==> src/rtl/llpd_pkg.sv <==
package llpd_pkg;

  // Default depth of the input synchronizers (two metastability stages).
  localparam int unsigned LLPD_SYNC_DEFAULT = 2;

  // Detector state: one flag per direction.
  typedef struct packed {
    logic up;
    logic dn;
  } pfd_flags_t;

endpackage

==> src/rtl/llpd_edge.sv <==
module llpd_edge #(
  parameter int unsigned STAGES = 2
) (
  input  logic clk,
  input  logic rst,
  input  logic din,
  input  logic fall,
  output logic strobe
);

  logic [STAGES:0] pipe_q;
  logic            cur;
  logic            prev;

  always_ff @(posedge clk) begin
    if (rst) pipe_q <= '0;
    else     pipe_q <= {pipe_q[STAGES-1:0], din};
  end

  assign cur    = pipe_q[STAGES-1];
  assign prev   = pipe_q[STAGES];
  assign strobe = fall ? (prev & ~cur) : (cur & ~prev);

  // with a steady polarity, one edge strobe is never followed by another.
  a_r5_strobe_isolated: assert property (@(posedge clk) disable iff (rst)
    strobe |=> (!strobe || (fall != $past(fall))));

endmodule

==> src/rtl/llpd_moddiv.sv <==
module llpd_moddiv #(
  parameter int unsigned W   = 12,
  parameter int unsigned OFF = 8,
  parameter int unsigned MIN = 12
) (
  input  logic         clk,
  input  logic         rst,
  input  logic         load,
  input  logic [W-1:0] word,
  input  logic         tick,
  output logic         pulse
);

  localparam int unsigned CW = $clog2((1 << W) + OFF);

  logic [CW-1:0] raw_mod;
  logic [CW-1:0] new_mod;
  logic [CW-1:0] mod_q;
  logic [CW-1:0] cnt_q;

  assign raw_mod = CW'(word) + CW'(OFF);
  assign new_mod = (raw_mod < CW'(MIN)) ? CW'(MIN) : raw_mod;

  always_ff @(posedge clk) begin
    if (rst || load) begin
      mod_q <= new_mod;
      cnt_q <= new_mod - CW'(1);
    end else if (tick) begin
      if (cnt_q == '0) cnt_q <= mod_q - CW'(1);
      else             cnt_q <= cnt_q - CW'(1);
    end
  end

  assign pulse = tick & (cnt_q == '0) & ~load & ~rst;

  // the remaining count always stays below the active modulus.
  a_r2_cnt_below_mod: assert property (@(posedge clk) disable iff (rst)
    cnt_q < mod_q);

  // the active modulus never drops under the legal floor.
  a_r10_mod_floor: assert property (@(posedge clk) disable iff (rst)
    mod_q >= CW'(MIN));

  // without a load the modulus is held from cycle to cycle.
  a_r9_mod_held: assert property (@(posedge clk) disable iff (rst)
    !load |=> (mod_q == $past(mod_q)));

endmodule

==> src/rtl/llpd_pfd.sv <==
module llpd_pfd
  import llpd_pkg::*;
(
  input  logic clk,
  input  logic rst,
  input  logic ref_s,
  input  logic fb_s,
  input  logic coast,
  output logic up_o,
  output logic dn_o
);

  pfd_flags_t flg_q;
  pfd_flags_t flg_d;

  always_comb begin
    flg_d.up = flg_q.up | ref_s;
    flg_d.dn = flg_q.dn | fb_s;
    if (coast || (flg_d.up && flg_d.dn)) flg_d = '0;
  end

  always_ff @(posedge clk) begin
    if (rst) flg_q <= '0;
    else     flg_q <= flg_d;
  end

  assign up_o = flg_q.up & ~coast;
  assign dn_o = flg_q.dn & ~coast;

  // the two requests are mutually exclusive.
  a_r11_exclusive: assert property (@(posedge clk) disable iff (rst)
    !(up_o && dn_o));

  // a coast cycle leaves the detector empty afterwards.
  a_r8_coast_clears: assert property (@(posedge clk) disable iff (rst)
    coast |=> (!flg_q.up && !flg_q.dn));

  // an up request only starts right after a reference event.
  a_r6_up_after_ref: assert property (@(posedge clk) disable iff (rst)
    $rose(up_o) |-> $past(ref_s));

  // a down request only starts right after a feedback event.
  a_r7_dn_after_fb: assert property (@(posedge clk) disable iff (rst)
    $rose(dn_o) |-> $past(fb_s));

endmodule

==> src/rtl/llpd_front.sv <==
module llpd_front #(
  parameter int unsigned SYNC_STAGES = llpd_pkg::LLPD_SYNC_DEFAULT,
  parameter int unsigned FB_W        = 12,
  parameter int unsigned FB_OFF      = 8,
  parameter int unsigned FB_MIN      = 12,
  parameter int unsigned OSC_W       = 7,
  parameter int unsigned OSC_OFF     = 2,
  parameter int unsigned OSC_MIN     = 3
) (
  input  logic             clk,
  input  logic             rst,
  input  logic             hsync_i,
  input  logic             vsync_i,
  input  logic             osc_i,
  input  logic             fb_clk_i,
  input  logic [FB_W-1:0]  fb_word_i,
  input  logic [OSC_W-1:0] osc_word_i,
  input  logic             load_i,
  input  logic             ref_sel_i,
  input  logic             hs_fall_i,
  input  logic             cp_always_i,
  input  logic             vs_coast_high_i,
  output logic             ref_pulse_o,
  output logic             fb_pulse_o,
  output logic             up_o,
  output logic             dn_o
);

  localparam int unsigned NEDGE  = 3;
  localparam int unsigned IX_HS  = 0;
  localparam int unsigned IX_OSC = 1;
  localparam int unsigned IX_FB  = 2;

  logic [NEDGE-1:0] e_din;
  logic [NEDGE-1:0] e_fall;
  logic [NEDGE-1:0] e_str;

  assign e_din  = {fb_clk_i, osc_i, hsync_i};
  assign e_fall = {1'b0, 1'b0, hs_fall_i};

  // Equal-depth synchronizer and edge strobe for every event input.
  for (genvar g = 0; g < NEDGE; g++) begin : g_edge
    llpd_edge #(.STAGES(SYNC_STAGES)) u_edge (
      .clk    (clk),
      .rst    (rst),
      .din    (e_din[g]),
      .fall   (e_fall[g]),
      .strobe (e_str[g])
    );
  end

  // Vertical sync is used as a level only.
  logic [SYNC_STAGES-1:0] vs_pipe_q;
  logic                   vs_lvl;

  always_ff @(posedge clk) begin
    if (rst) vs_pipe_q <= '0;
    else     vs_pipe_q <= {vs_pipe_q[SYNC_STAGES-2:0], vsync_i};
  end
  assign vs_lvl = vs_pipe_q[SYNC_STAGES-1];

  logic osc_div_pulse;
  logic coast;

  llpd_moddiv #(.W(OSC_W), .OFF(OSC_OFF), .MIN(OSC_MIN)) u_osc_div (
    .clk   (clk),
    .rst   (rst),
    .load  (load_i),
    .word  (osc_word_i),
    .tick  (e_str[IX_OSC]),
    .pulse (osc_div_pulse)
  );

  llpd_moddiv #(.W(FB_W), .OFF(FB_OFF), .MIN(FB_MIN)) u_fb_div (
    .clk   (clk),
    .rst   (rst),
    .load  (load_i),
    .word  (fb_word_i),
    .tick  (e_str[IX_FB]),
    .pulse (fb_pulse_o)
  );

  assign ref_pulse_o = ref_sel_i ? osc_div_pulse : e_str[IX_HS];
  assign coast       = ~cp_always_i & (vs_lvl == vs_coast_high_i);

  llpd_pfd u_pfd (
    .clk   (clk),
    .rst   (rst),
    .ref_s (ref_pulse_o),
    .fb_s  (fb_pulse_o),
    .coast (coast),
    .up_o  (up_o),
    .dn_o  (dn_o)
  );

  // no output activity in the first cycle after reset.
  a_r1_quiet_after_reset: assert property (@(posedge clk)
    $fell(rst) |-> (!up_o && !dn_o && !ref_pulse_o && !fb_pulse_o));

endmodule

==> config.mk <==
export PLATFORM = sky130hd
export DESIGN_NAME = llpd_front
export DESIGN_NICKNAME = d
export VERILOG_FILES = /design/src/rtl/llpd_pkg.sv /design/src/rtl/llpd_edge.sv /design/src/rtl/llpd_moddiv.sv /design/src/rtl/llpd_pfd.sv /design/src/rtl/llpd_front.sv
export SDC_FILE = /design/constraint.sdc
export NUM_CORES = 1
export LEC_CHECK = 0
export ABC_AREA = 1
export BUFFER_PORTS_ARGS = -buffer_cell sky130_fd_sc_hd__clkbuf_2
export CORE_ASPECT_RATIO = 0.75
export CORE_MARGIN = 2
export CORE_UTILIZATION = 35
export CTS_CLUSTER_DIAMETER = 200
export DETAILED_ROUTE_END_ITERATION = 10
export PLACE_DENSITY_LB_ADDON = 0.08
export SLEW_MARGIN = 20
export SYNTH_ARGS = -nofsm -noshare
export SYNTH_HDL_FRONTEND = slang
export SYNTH_HIERARCHICAL = 1
export SYNTH_SLANG_ARGS = --single-unit
export TNS_END_PERCENT = 50
==> constraint.sdc <==
create_clock -name clk -period 2.44 [get_ports clk]
set_input_delay 0.122 -clock clk [delete_from_list [all_inputs] [get_ports clk]]
set_output_delay 0.122 -clock clk [all_outputs]
set_load 0.02 [all_outputs]
==> flow_summary.json <==
{
  "critPathKind": "flip-flop to flip-flop",
  "drtAntennaViolNets": 0,
  "maxCapViolCount": 0,
  "p_sw_uw": 647,
  "worstPathRequired_ns": 2.49,
  "ios": 34,
  "ys_ff_latch": 55,
  "cp-start-kind": "flip-flop",
  "routabilityCongestion": 0.811,
  "fin_tns_setup_ns": 0,
  "combPwrFrac": 0.166,
  "hold_violations": 0,
  "synth_edf_count": 42,
  "cp.arrival_ns": 2.29,
  "initial_core_util": 0.365,
  "hold_path_class": "input pin to flip-flop",
  "die_h_um": 88.8,
  "place_area_um2": 3740,
  "synth_top_area_share": 0.376,
  "ys_warn_count": 6,
  "clock_latency_ns": 0.30,
  "fp-row-count": 30,
  "clk_path_buf_depth": 2,
  "fin_nets": 531,
  "first_pass_iters": 4,
  "powerDensity_nw_per_um2": 582,
  "slowest_stage": "edfxtp_1",
  "synth_most_common_cell": "nand2_1",
  "power_frac_clock": 0.330,
  "h-tree-depth": 2,
  "numPortBuffers": 33,
  "die_w_um": 117,
  "ys_async_sr_fraction": 0,
  "clock-root-buffer": "clkbuf_16",
  "grt_pass1_wl_um": 11900,
  "clk_pin_slew_ns": 0.08,
  "tritoncts": "yes",
  "finClkSkew_ns": 0.00629,
  "synth-main-ff-cell": "edfxtp_1",
  "slew_headroom": 0.588,
  "detailed_place_hpwl_um": 5720,
  "cts_buffers": 5,
  "grt_usage": 0.152,
  "synth_seq_area_share": 0.454,
  "fmax_mhz": 446,
  "nFillCells": 977,
  "drt-total-wl_um": 7240,
  "swShare": 0.283,
  "core_area_um2": 9200,
  "stdcell_area_um2": 3940,
  "p_leak_nw": 1.89,
  "antenna_found_initial": 0,
  "path_buf_inv": 2,
  "slew_viol_final": 0,
  "p_int_mw": 1.64,
  "outcome": "finished, final reports clean",
  "grt_remaining_overflow": 0,
  "grt_max_degree": 21,
  "post_drt_wl_per_cell_um": 11.6,
  "area_growth_pct": 17.4,
  "drive_above_1_share": 0.185,
  "synth_area_um2": 3350,
  "crit_family": "simple AND/OR/NAND/NOR gates",
  "cp-end-kind": "flip-flop",
  "cts_setup_buffers": 0,
  "vias_per_cell": 4.44,
  "grt_pass1_vias": 2408,
  "synth_common_cells": "nand2_1 (119), inv_1 (81), nor2_1 (64)",
  "vias": 2775,
  "die_area_um2": 10400,
  "fin_crit_ns": 2.24,
  "slowest_delay_ns": 0.44,
  "ir_worst_vdd_mv": 0.269,
  "rsz0062_at_grt": "false",
  "diodes": 0,
  "post-route-period-util": 0.918,
  "yosys-top-cells-area": "edfxtp_1 (38%), nand2_1 (13%), inv_1 (9.1%)",
  "clock-sinks": 55,
  "yosysTopAreaCell": "edfxtp_1",
  "yosys.cell_types.count": 35,
  "setup_viol": 0,
  "avgSynthCellArea_um2": 7.57,
  "sequentialPowerShare": 0.505,
  "worst_slew_pin_slew_ns": 0.617,
  "cp_max_fo": 5,
  "drc": 0,
  "dr.first_iter.drc_count": 147,
  "netlist_instances": 443,
  "crit_chain": "nor2_1, nand2_1, nor2_1, nand2_1, nor2_1, o21ai_0, nand2_2, inv_1, ha_1, buf_4, nand3_1, nor2_1, nand2_1, nand2_1"
}
-- timing repair --
action	CTS	global route
hold endpoints to repair	4	0
setup endpoints to repair	0	0
hold buffers	4	0
gates resized for setup	0	0
-- flip-flops by register name, indices dropped and copies added, names as in the netlist --
| signal | cells |
|---|---|
| u_pfd/flg_q | 2 |
| u_osc_div/mod_q | 8 |
| u_fb_div/cnt_q | 13 |
| u_fb_div/mod_q | 13 |
| vs_pipe_q | 2 |
| u_osc_div/cnt_q | 8 |
| g_edge.u_edge/pipe_q | 9 |
-- stage by stage --
stage | power [mW] | hold slack [ns] | util | setup WS, ns | cells
finish | 2.29 | 0.110 | 0.428 | 0.200 | 625
global route | 2.41 | 0.141 | 0.428 | 0.0287 | 625
CTS | 2.32 | 0.110 | 0.428 | 0.164 | 625
detailed placement | 1.55 | 0.319 | 0.407 | 0.0803 | 613
global placement | 1.55 | 0.318 | 0.407 | 0.132 | 613
floorplan | 1.42 | 0.193 | - | 0.352 | 446
-- tightest hold or removal path, delay by kind of cell --
family	cells	cell delay, ns
buf+inv	2	0.14
simple gates	1	0.05
-- layout by cell type, fill, tap and decap left out, types with 3 or more instances in the layout --
master / n
dlygate4sd3_1: 4
o21ai_1: 6
inv_2: 5
o21ai_0: 8
clkbuf_16: 5
nor2_4: 3
nor2_1: 64
nand2_1: 119
inv_1: 81
dfxtp_1: 13
clkbuf_2: 33
conb_1: 4
nand3b_1: 4
nand2_2: 9
xor2_1: 5
nor2_2: 8
nand4_1: 10
nand3_2: 4
ha_1: 5
edfxtp_1: 42
a21oi_1: 5
buf_4: 11
nand3_1: 27
-- power by group through the flow --
stage,clock network [mW],logic [mW],registers [mW]
after floorplan,0,0.263,1.16
after global placement,0,0.372,1.18
after detailed placement,0,0.374,1.18
after CTS,0.783,0.381,1.16
after global routing,0.813,0.434,1.17
final,0.756,0.379,1.16
-- worst paths after layout --
kind / slack (ns) / depth (start not counted) / to / start
setup reg to reg: 0.20 / 14 / u_fb_div/cnt_q[12] / u_fb_div/cnt_q[9]
hold reg to reg: 0.40 / 2 / g_edge[0].u_edge/pipe_q[1] / g_edge[0].u_edge/pipe_q[0]
setup / recovery: 0.20 / 14 / u_fb_div/cnt_q[12] / u_fb_div/cnt_q[9]
hold / removal: 0.11 / 3 / u_fb_div/mod_q[0] / fb_word_i[0]
-- cell families (layout without fill, tap and decap cells) --
kind of cell,Yosys count,after routing,synth area share
AOI/OAI and AO/OA,29,29,0.0567
buffers and inverters,91,142,0.104
DFF,55,55,0.454
other,1,4,0.00112
adders and majority gates,5,5,0.0187
xor gates and xnor gates,7,7,0.0183
and+or+nand+nor,255,255,0.347
-- final cells by class --
cell class	instances	area, um^2	area share
inverter	86	323	0.0820
multi-input combinational	300	1490	0.379
tap	128	160	0.0407
clock inverter	3	26.3	0.00668
timing repair buffer	48	288	0.0731
clock buffer	5	125	0.0318
sequential	55	1520	0.387
-- metal layers --
layer  GRT usage  share of wire
met3      0.0322          0.050
met4      0.0449          0.011
met1       0.249           0.58
met5           0              0
met2       0.195           0.36
Power figures use the tool's default switching activity.
